--- config.mk ---
export PLATFORM = sky130hd
export DESIGN_NAME = tmr_bank
export DESIGN_NICKNAME = d
export VERILOG_FILES = /design/src/rtl/tmr_pkg.sv /design/src/rtl/tmr_prescale.sv /design/src/rtl/tmr_channel.sv /design/src/rtl/tmr_bank.sv
export SDC_FILE = /design/constraint.sdc
export NUM_CORES = 2
export LEC_CHECK = 0
export CORE_MARGIN = 2
export CORE_UTILIZATION = 55
export CTS_CLUSTER_DIAMETER = 200
export CTS_CLUSTER_SIZE = 28
export DETAILED_ROUTE_END_ITERATION = 8
export MAX_ROUTING_LAYER = met4
export PLACE_DENSITY = 0.77
export SLEW_MARGIN = 40
export SYNTH_ARGS = -nofsm -noshare
export SYNTH_HDL_FRONTEND = slang
export SYNTH_HIERARCHICAL = 1
export SYNTH_SLANG_ARGS = --single-unit
--- constraint.sdc ---
create_clock -name clk -period 7.7 [get_ports clk]
set_clock_uncertainty 0.15 [all_clocks]
set_input_delay 1.54 -clock clk [delete_from_list [all_inputs] [get_ports clk]]
set_output_delay 1.54 -clock clk [all_outputs]
set_load 0.02 [all_outputs]
--- src/rtl/tmr_pkg.sv ---
package tmr_pkg;
  typedef enum logic [1:0] {
    MODE_ONCE  = 2'b00,
    MODE_LOOP  = 2'b01,
    MODE_RUNON = 2'b10,
    MODE_FREE  = 2'b11
  } tmr_mode_e;

  // shared register offsets inside window 0
  localparam logic [3:0] OFS_IEN  = 4'h0;
  localparam logic [3:0] OFS_ISTA = 4'h4;
  localparam logic [3:0] OFS_IACK = 4'h8;

  // per-channel register offsets
  localparam logic [3:0] OFS_CTRL = 4'h0;
  localparam logic [3:0] OFS_CSEL = 4'h4;
  localparam logic [3:0] OFS_CNT  = 4'h8;
  localparam logic [3:0] OFS_CMP  = 4'hC;

  localparam int CTRL_EN_BIT  = 0;
  localparam int CTRL_CLR_BIT = 1;
  localparam int CTRL_MODE_LO = 4;
  localparam int CSEL_SRC_BIT = 4;

  localparam int MIN_CMP = 3;
endpackage

--- src/rtl/tmr_prescale.sv ---
module tmr_prescale #(
  parameter int DIV_W = 4
) (
  input  logic             clk,
  input  logic             rst,
  input  logic             clear,
  input  logic             run,
  input  logic             src_slow,
  input  logic             tick_sys,
  input  logic             tick_slow,
  input  logic [DIV_W-1:0] div,
  output logic             step
);
  logic [DIV_W-1:0] pre_q;
  logic             sel_tick;
  logic             wrap;

  assign sel_tick = src_slow ? tick_slow : tick_sys;
  assign wrap     = (pre_q == div);
  assign step     = run && !clear && sel_tick && wrap;

  always_ff @(posedge clk) begin
    if (rst || clear) begin
      pre_q <= '0;
    end else if (run && sel_tick) begin
      pre_q <= wrap ? '0 : pre_q + 1'b1;
    end
  end
endmodule

--- src/rtl/tmr_channel.sv ---
module tmr_channel
  import tmr_pkg::*;
#(
  parameter bit WIDE  = 1'b0,
  parameter int DIV_W = 4
) (
  input  logic        clk,
  input  logic        rst,
  input  logic        wr_ctrl,
  input  logic        wr_csel,
  input  logic        wr_cmp_lo,
  input  logic        wr_cmp_hi,
  input  logic [31:0] wdata,
  input  logic        tick_sys,
  input  logic        tick_slow,
  output logic [31:0] ctrl_rd,
  output logic [31:0] csel_rd,
  output logic [63:0] cnt_rd,
  output logic [63:0] cmp_rd,
  output logic        hit
);
  localparam int CW = WIDE ? 64 : 32;

  logic             en_q;
  logic             clr_q;
  tmr_mode_e        mode_q;
  logic [DIV_W-1:0] div_q;
  logic             src_q;
  logic [CW-1:0]    cnt_q;
  logic [CW-1:0]    cmp_q;
  logic [CW-1:0]    cmp_eff;
  logic [CW-1:0]    cnt_inc;
  logic             step;

  assign cmp_eff = (cmp_q < CW'(MIN_CMP)) ? CW'(MIN_CMP) : cmp_q;
  assign cnt_inc = cnt_q + 1'b1;
  assign hit     = step && (cnt_inc == cmp_eff) && (mode_q != MODE_FREE);

  tmr_prescale #(.DIV_W(DIV_W)) u_pre (
    .clk       (clk),
    .rst       (rst),
    .clear     (clr_q),
    .run       (en_q),
    .src_slow  (src_q),
    .tick_sys  (tick_sys),
    .tick_slow (tick_slow),
    .div       (div_q),
    .step      (step)
  );

  always_ff @(posedge clk) begin
    if (rst) begin
      en_q   <= 1'b0;
      clr_q  <= 1'b1;
      mode_q <= MODE_ONCE;
      div_q  <= '0;
      src_q  <= 1'b0;
      cnt_q  <= '0;
    end else begin
      if (clr_q) begin
        cnt_q <= '0;
        clr_q <= 1'b0;
      end else if (step) begin
        if (hit) begin
          unique case (mode_q)
            MODE_ONCE: begin
              cnt_q <= cnt_inc;
              en_q  <= 1'b0;
            end
            MODE_LOOP: cnt_q <= '0;
            default:   cnt_q <= cnt_inc;
          endcase
        end else begin
          cnt_q <= cnt_inc;
        end
      end
      if (wr_ctrl) begin
        en_q   <= wdata[CTRL_EN_BIT];
        mode_q <= tmr_mode_e'(wdata[CTRL_MODE_LO+1:CTRL_MODE_LO]);
        if (wdata[CTRL_CLR_BIT]) clr_q <= 1'b1;
      end
      if (wr_csel) begin
        div_q <= wdata[DIV_W-1:0];
        src_q <= wdata[CSEL_SRC_BIT];
      end
    end
  end

  generate
    if (WIDE) begin : g_wide_cmp
      always_ff @(posedge clk) begin
        if (rst) begin
          cmp_q <= '0;
        end else begin
          if (wr_cmp_lo) cmp_q[31:0]  <= wdata;
          if (wr_cmp_hi) cmp_q[63:32] <= wdata;
        end
      end
    end else begin : g_narrow_cmp
      always_ff @(posedge clk) begin
        if (rst) cmp_q <= '0;
        else if (wr_cmp_lo) cmp_q <= wdata;
      end
    end
  endgenerate

  assign ctrl_rd = {26'b0, mode_q, 2'b00, clr_q, en_q};
  assign csel_rd = {{(31-DIV_W){1'b0}}, src_q, div_q};
  assign cnt_rd  = 64'(cnt_q);
  assign cmp_rd  = 64'(cmp_q);

  AST_CLEAR_ZEROES: assert property (@(posedge clk) disable iff (rst)
    $past(clr_q) |-> (cnt_q == '0)) else $error("clear");
  AST_ONESHOT_STOPS: assert property (@(posedge clk) disable iff (rst)
    $past(hit && mode_q == MODE_ONCE && !wr_ctrl) |-> !en_q) else $error("oneshot");
  AST_LOOP_RELOADS: assert property (@(posedge clk) disable iff (rst)
    $past(hit && mode_q == MODE_LOOP) |-> (cnt_q == '0)) else $error("loop");
  AST_RUNON_PASSES: assert property (@(posedge clk) disable iff (rst)
    $past(hit && mode_q == MODE_RUNON) |-> (cnt_q == CW'($past(cnt_q) + 1'b1))) else $error("runon");
  AST_MIN_COMPARE: assert property (@(posedge clk) disable iff (rst)
    hit |-> (cnt_inc >= CW'(MIN_CMP))) else $error("mincmp");
endmodule

--- src/rtl/tmr_bank.sv ---
module tmr_bank
  import tmr_pkg::*;
#(
  parameter int NUM_CH = 6,
  parameter int ADDR_W = 8,
  parameter int DIV_W  = 4
) (
  input  logic              clk,
  input  logic              rst,
  input  logic              bus_sel,
  input  logic              bus_wr,
  input  logic [ADDR_W-1:0] bus_addr,
  input  logic [31:0]       bus_wdata,
  output logic [31:0]       bus_rdata,
  input  logic              tick_sys,
  input  logic              tick_slow,
  output logic              irq
);
  localparam int WIN_W    = ADDR_W - 4;
  localparam int WIDE_IDX = NUM_CH - 1;
  localparam int HI_WIN   = NUM_CH + 1;  // wide base + 0x18 lands here

  logic [WIN_W-1:0]  win;
  logic [3:0]        ofs;
  logic              wr_en;
  logic [NUM_CH-1:0] ien_q;
  logic [NUM_CH-1:0] sta_q;
  logic [NUM_CH-1:0] hits;
  logic [NUM_CH-1:0] ack_mask;
  logic [31:0]       rd_mux;
  logic [31:0]       ctrl_rd [NUM_CH];
  logic [31:0]       csel_rd [NUM_CH];
  logic [63:0]       cnt_rd  [NUM_CH];
  logic [63:0]       cmp_rd  [NUM_CH];
  logic              shared_win;
  logic              hi_win;

  assign win        = bus_addr[ADDR_W-1:4];
  assign ofs        = bus_addr[3:0];
  assign wr_en      = bus_sel && bus_wr;
  assign shared_win = (win == '0);
  assign hi_win     = (win == WIN_W'(HI_WIN));

  genvar gi;
  generate
    for (gi = 0; gi < NUM_CH; gi++) begin : g_ch
      logic in_win;
      assign in_win = (win == WIN_W'(gi + 1));
      tmr_channel #(.WIDE(gi == WIDE_IDX), .DIV_W(DIV_W)) u_ch (
        .clk       (clk),
        .rst       (rst),
        .wr_ctrl   (wr_en && in_win && ofs == OFS_CTRL),
        .wr_csel   (wr_en && in_win && ofs == OFS_CSEL),
        .wr_cmp_lo (wr_en && in_win && ofs == OFS_CMP),
        .wr_cmp_hi ((gi == WIDE_IDX) && wr_en && hi_win && ofs == OFS_CMP),
        .wdata     (bus_wdata),
        .tick_sys  (tick_sys),
        .tick_slow (tick_slow),
        .ctrl_rd   (ctrl_rd[gi]),
        .csel_rd   (csel_rd[gi]),
        .cnt_rd    (cnt_rd[gi]),
        .cmp_rd    (cmp_rd[gi]),
        .hit       (hits[gi])
      );

      AST_STATUS_HAS_CAUSE: assert property (@(posedge clk) disable iff (rst)
        $rose(sta_q[gi]) |-> $past(hits[gi])) else $error("status cause");
      AST_ACK_CLEARS: assert property (@(posedge clk) disable iff (rst)
        $past(wr_en && shared_win && ofs == OFS_IACK && bus_wdata[gi] && !hits[gi])
        |-> !sta_q[gi]) else $error("ack");
    end
  endgenerate

  assign ack_mask = (wr_en && shared_win && ofs == OFS_IACK) ? bus_wdata[NUM_CH-1:0] : '0;

  always_ff @(posedge clk) begin
    if (rst) begin
      ien_q <= '0;
      sta_q <= '0;
      irq   <= 1'b0;
    end else begin
      if (wr_en && shared_win && ofs == OFS_IEN) ien_q <= bus_wdata[NUM_CH-1:0];
      sta_q <= (sta_q & ~ack_mask) | hits;
      irq   <= |(sta_q & ien_q);
    end
  end

  always_comb begin
    rd_mux = '0;
    if (shared_win) begin
      case (ofs)
        OFS_IEN:  rd_mux = 32'(ien_q);
        OFS_ISTA: rd_mux = 32'(sta_q);
        default:  rd_mux = '0;
      endcase
    end else if (hi_win) begin
      case (ofs)
        OFS_CNT: rd_mux = cnt_rd[WIDE_IDX][63:32];
        OFS_CMP: rd_mux = cmp_rd[WIDE_IDX][63:32];
        default: rd_mux = '0;
      endcase
    end else begin
      for (int i = 0; i < NUM_CH; i++) begin
        if (win == WIN_W'(i + 1)) begin
          case (ofs)
            OFS_CTRL: rd_mux = ctrl_rd[i];
            OFS_CSEL: rd_mux = csel_rd[i];
            OFS_CNT:  rd_mux = cnt_rd[i][31:0];
            OFS_CMP:  rd_mux = cmp_rd[i][31:0];
            default:  rd_mux = '0;
          endcase
        end
      end
    end
  end

  always_ff @(posedge clk) begin
    if (rst) bus_rdata <= '0;
    else if (bus_sel && !bus_wr) bus_rdata <= rd_mux;
  end

  AST_IRQ_MASKED: assert property (@(posedge clk) disable iff (rst)
    (ien_q == '0 && $past(ien_q == '0)) |-> !irq) else $error("irq mask");
endmodule

==> flow_summary.toml <==
[critical_path]
critPathArrivalTime_ns = 6.24
crit_buf_inv = 1
path_max_fanout = 13
r2r_end = "g_ch[5].u_ch/cnt_rd[31]"
r2r_start = "g_ch[5].u_ch/cnt_rd[2]"
slowest_stage = "or4_1"
path_class = "register to register"
required_ns = 8.06
crit_path_cell_trace = "nand4_1, nor3_1, buf_4, nand3_1, nor3_1, xnor2_1, or4b_1, or4b_1, or4_1, nand2_1, o21ai_0"
critical_path.top_delay_family = "simple AND/OR/NAND/NOR gates"
critPathMaxStageDelay_ns = 0.85
endpoint_kind = "register"
cp-start-kind = "register"
rrSetupSlack_ns = 1.82
reg2regPathDepth = 11

[clock_tree]
clockBufferDepth = 3
clk_pin_slew_worst_paths_ns = 0.13
post_cts_buffers = 0
insertion_delay_ns = 0.63
cts_tree = "yes"
cts_resized = 0
htree_levels = 1
cts_root_buffer = "clkbuf_16"
cts_buffers = 24
clkSinkCount = 571
ctsHoldBuffers = 0

[cells_and_area]
multi_input_comb_area_um2 = 30670
drive_gt1_frac = 0.1112
n_fill_cell = 7524
seq_area_um2 = 11430
area_growth_pct = 0.3542
final-instance-count-excl-fill = 6135
nets = 5112

[sta]
rsz0062_at_grt = "false"
max_freq_mhz = 170.1
fin_tns_setup_ns = 0
setup_viol = 0
period_share = 0.7633
holdWs_ns = 0.3176
hold_viol_final = 0
final.min_clock_period_ns = 5.877
setup_ws_ns = 1.823
tightest_slew_ns = 1.108
drv_slew = 0
max_slew_margin = 0.2568

[grt]
grt-ovfl-total = 0
grtUsageTotal = 0.4142
first_global_vias = 38240
grt_pass1_wl_um = 259500
grt_max_degree = 82
antenna_found_initial = 13

[flow_run]
drv_cap = 0

[drt]
finalWirelength_um = 178200
routed-via-count = 42330
wl_per_cell_um = 29.05
viasPerCell = 6.900
dr.first_iter.drc_count = 5458
drc = 0
drt-pass1-iter-count = 6
ant_nets = 0

[synth]
yosysWarnings = 6
synth_cells = 5290
synth_area_per_cell_um2 = 8.613
synth_area_um2 = 45560

[die]
die-height_um = 291.8
die_width_um = 291.8
start_util = 0.5549
num_rows = 105
die_area_um2 = 85160
ios = 79
core_area_um2 = 82110

[pwr]
p_sw_frac = 0.2858
vdd_ir_drop_max_mv = 0.1478
powerDensity_nw_per_um2 = 114.2
clock_power_share = 0.317
leakagePower_nw = 15.28
p_int_w = 0.003728
switchingPower_w = 0.001492
combPwrFrac = 0.115
seq_power_share = 0.568

[min_path]
worstHoldStart = "bus_rdata[26]"
min_path_cells = 2
hold_path.class = "register to register"
hold_path_end = "bus_rdata[26]"

[place]
dpl.hpwl_um = 131200
pre_cts_slack_ns = 1.515
dp_cells = 6096
gp_congestion = 1.080
numPortBuffers = 78

[status]
status = "finished, final reports clean"
layer usage:
metal	wire length [um]	global-route usage	vias to the layer above
met1	69830	0.5383	20650
met4	10960	0.2128	0
li1	-	-	18430
met5	0	-	-
met2	76580	0.6081	2742
met3	20860	0.08533	512
metrics by stage:
stage | util | power, W | cell area (um^2)
floorplan | - | 0.003467 | 46780
global placement | 0.5470 | 0.003594 | 44910
detailed placement | 0.5479 | 0.003593 | 44980
CTS | 0.5557 | 0.005191 | 45630
global route | 0.5568 | 0.005315 | 45720
finish | 0.5569 | 0.005220 | 45730
sequential cells by signal, indices dropped and copies added, names as in the netlist:
| register | flops |
|---|---|
| g_ch.u_ch/src_q | 6 |
| g_ch.u_ch/cmp_q | 160 |
| g_ch.u_ch/clr_q | 6 |
| bus_rdata | 32 |
| sta_q | 6 |
| ien_q | 6 |
| g_ch.u_ch/cmp_rd | 64 |
| g_ch.u_ch/cnt_q | 160 |
| g_ch.u_ch/en_q | 6 |
| irq | 1 |
| g_ch.u_ch/cnt_rd | 64 |
| g_ch.u_ch/u_pre/pre_q | 24 |
| g_ch.u_ch/mode_q | 12 |
| g_ch.u_ch/div_q | 24 |
power groups by stage:
stage                     Sequential [W]  Clock [W]  Combinational (W)
after floorplan                  0.00303          0           0.000437
after global placement           0.00303          0           0.000562
after detailed placement         0.00303          0           0.000561
after CTS                        0.00297    0.00166           0.000562
after global routing             0.00297    0.00174           0.000605
final                            0.00297    0.00165           0.000599
layout by cell type, fill, tap and decap left out, types with 69 or more instances in the layout:
cell type,n
dfxtp_1,571
nor2_1,535
nand2_1,338
conb_1,330
mux2i_1,322
nand3_1,263
xnor2_1,259
xor2_1,170
mux4_2,148
nand4_1,130
nor3_1,124
nor4_1,114
a21oi_1,106
o31ai_1,94
o21ai_0,91
and3_1,87
nand2b_1,77
buf_4,69
worst max path at each step:
| stage | from | slack [ns] | to | cells after the start |
|---|---|---|---|---|
| floorplan | g_ch[5].u_ch/cnt_rd[1] | 3.32 | g_ch[5].u_ch/cnt_rd[30] | 13 |
| finish | g_ch[5].u_ch/cnt_rd[2] | 1.82 | g_ch[5].u_ch/cnt_rd[31] | 11 |
| global placement | tick_sys | 1.60 | g_ch[5].u_ch/cnt_rd[36] | 13 |
| global route | g_ch[5].u_ch/cnt_rd[2] | 1.76 | g_ch[5].u_ch/cnt_rd[36] | 11 |
| detailed placement | tick_sys | 1.51 | g_ch[5].u_ch/cnt_rd[36] | 13 |
| CTS | g_ch[5].u_ch/cnt_rd[0] | 2.02 | g_ch[5].u_ch/cnt_rd[36] | 11 |
layout make-up:
class,instances,area share
clock buffer,25,0.01368
inverter,56,0.004597
multi-input combinational,4244,0.6707
tap,1070,0.02928
clock inverter,1,0.0004378
antenna,11,0.0006020
sequential,571,0.2500
timing repair buffer,157,0.03067
worst reg2reg max path, delay by kind of cell (launching register included):
kind	cells	cell delay (ns)
DFF	1	0.61
buffers and inverters	1	0.29
and+or+nand+nor	8	4.30
xor gates and xnor gates	1	0.24
AOI/OAI and AO/OA	1	0.18
No activity file was read; power rests on OpenSTA's default activity.
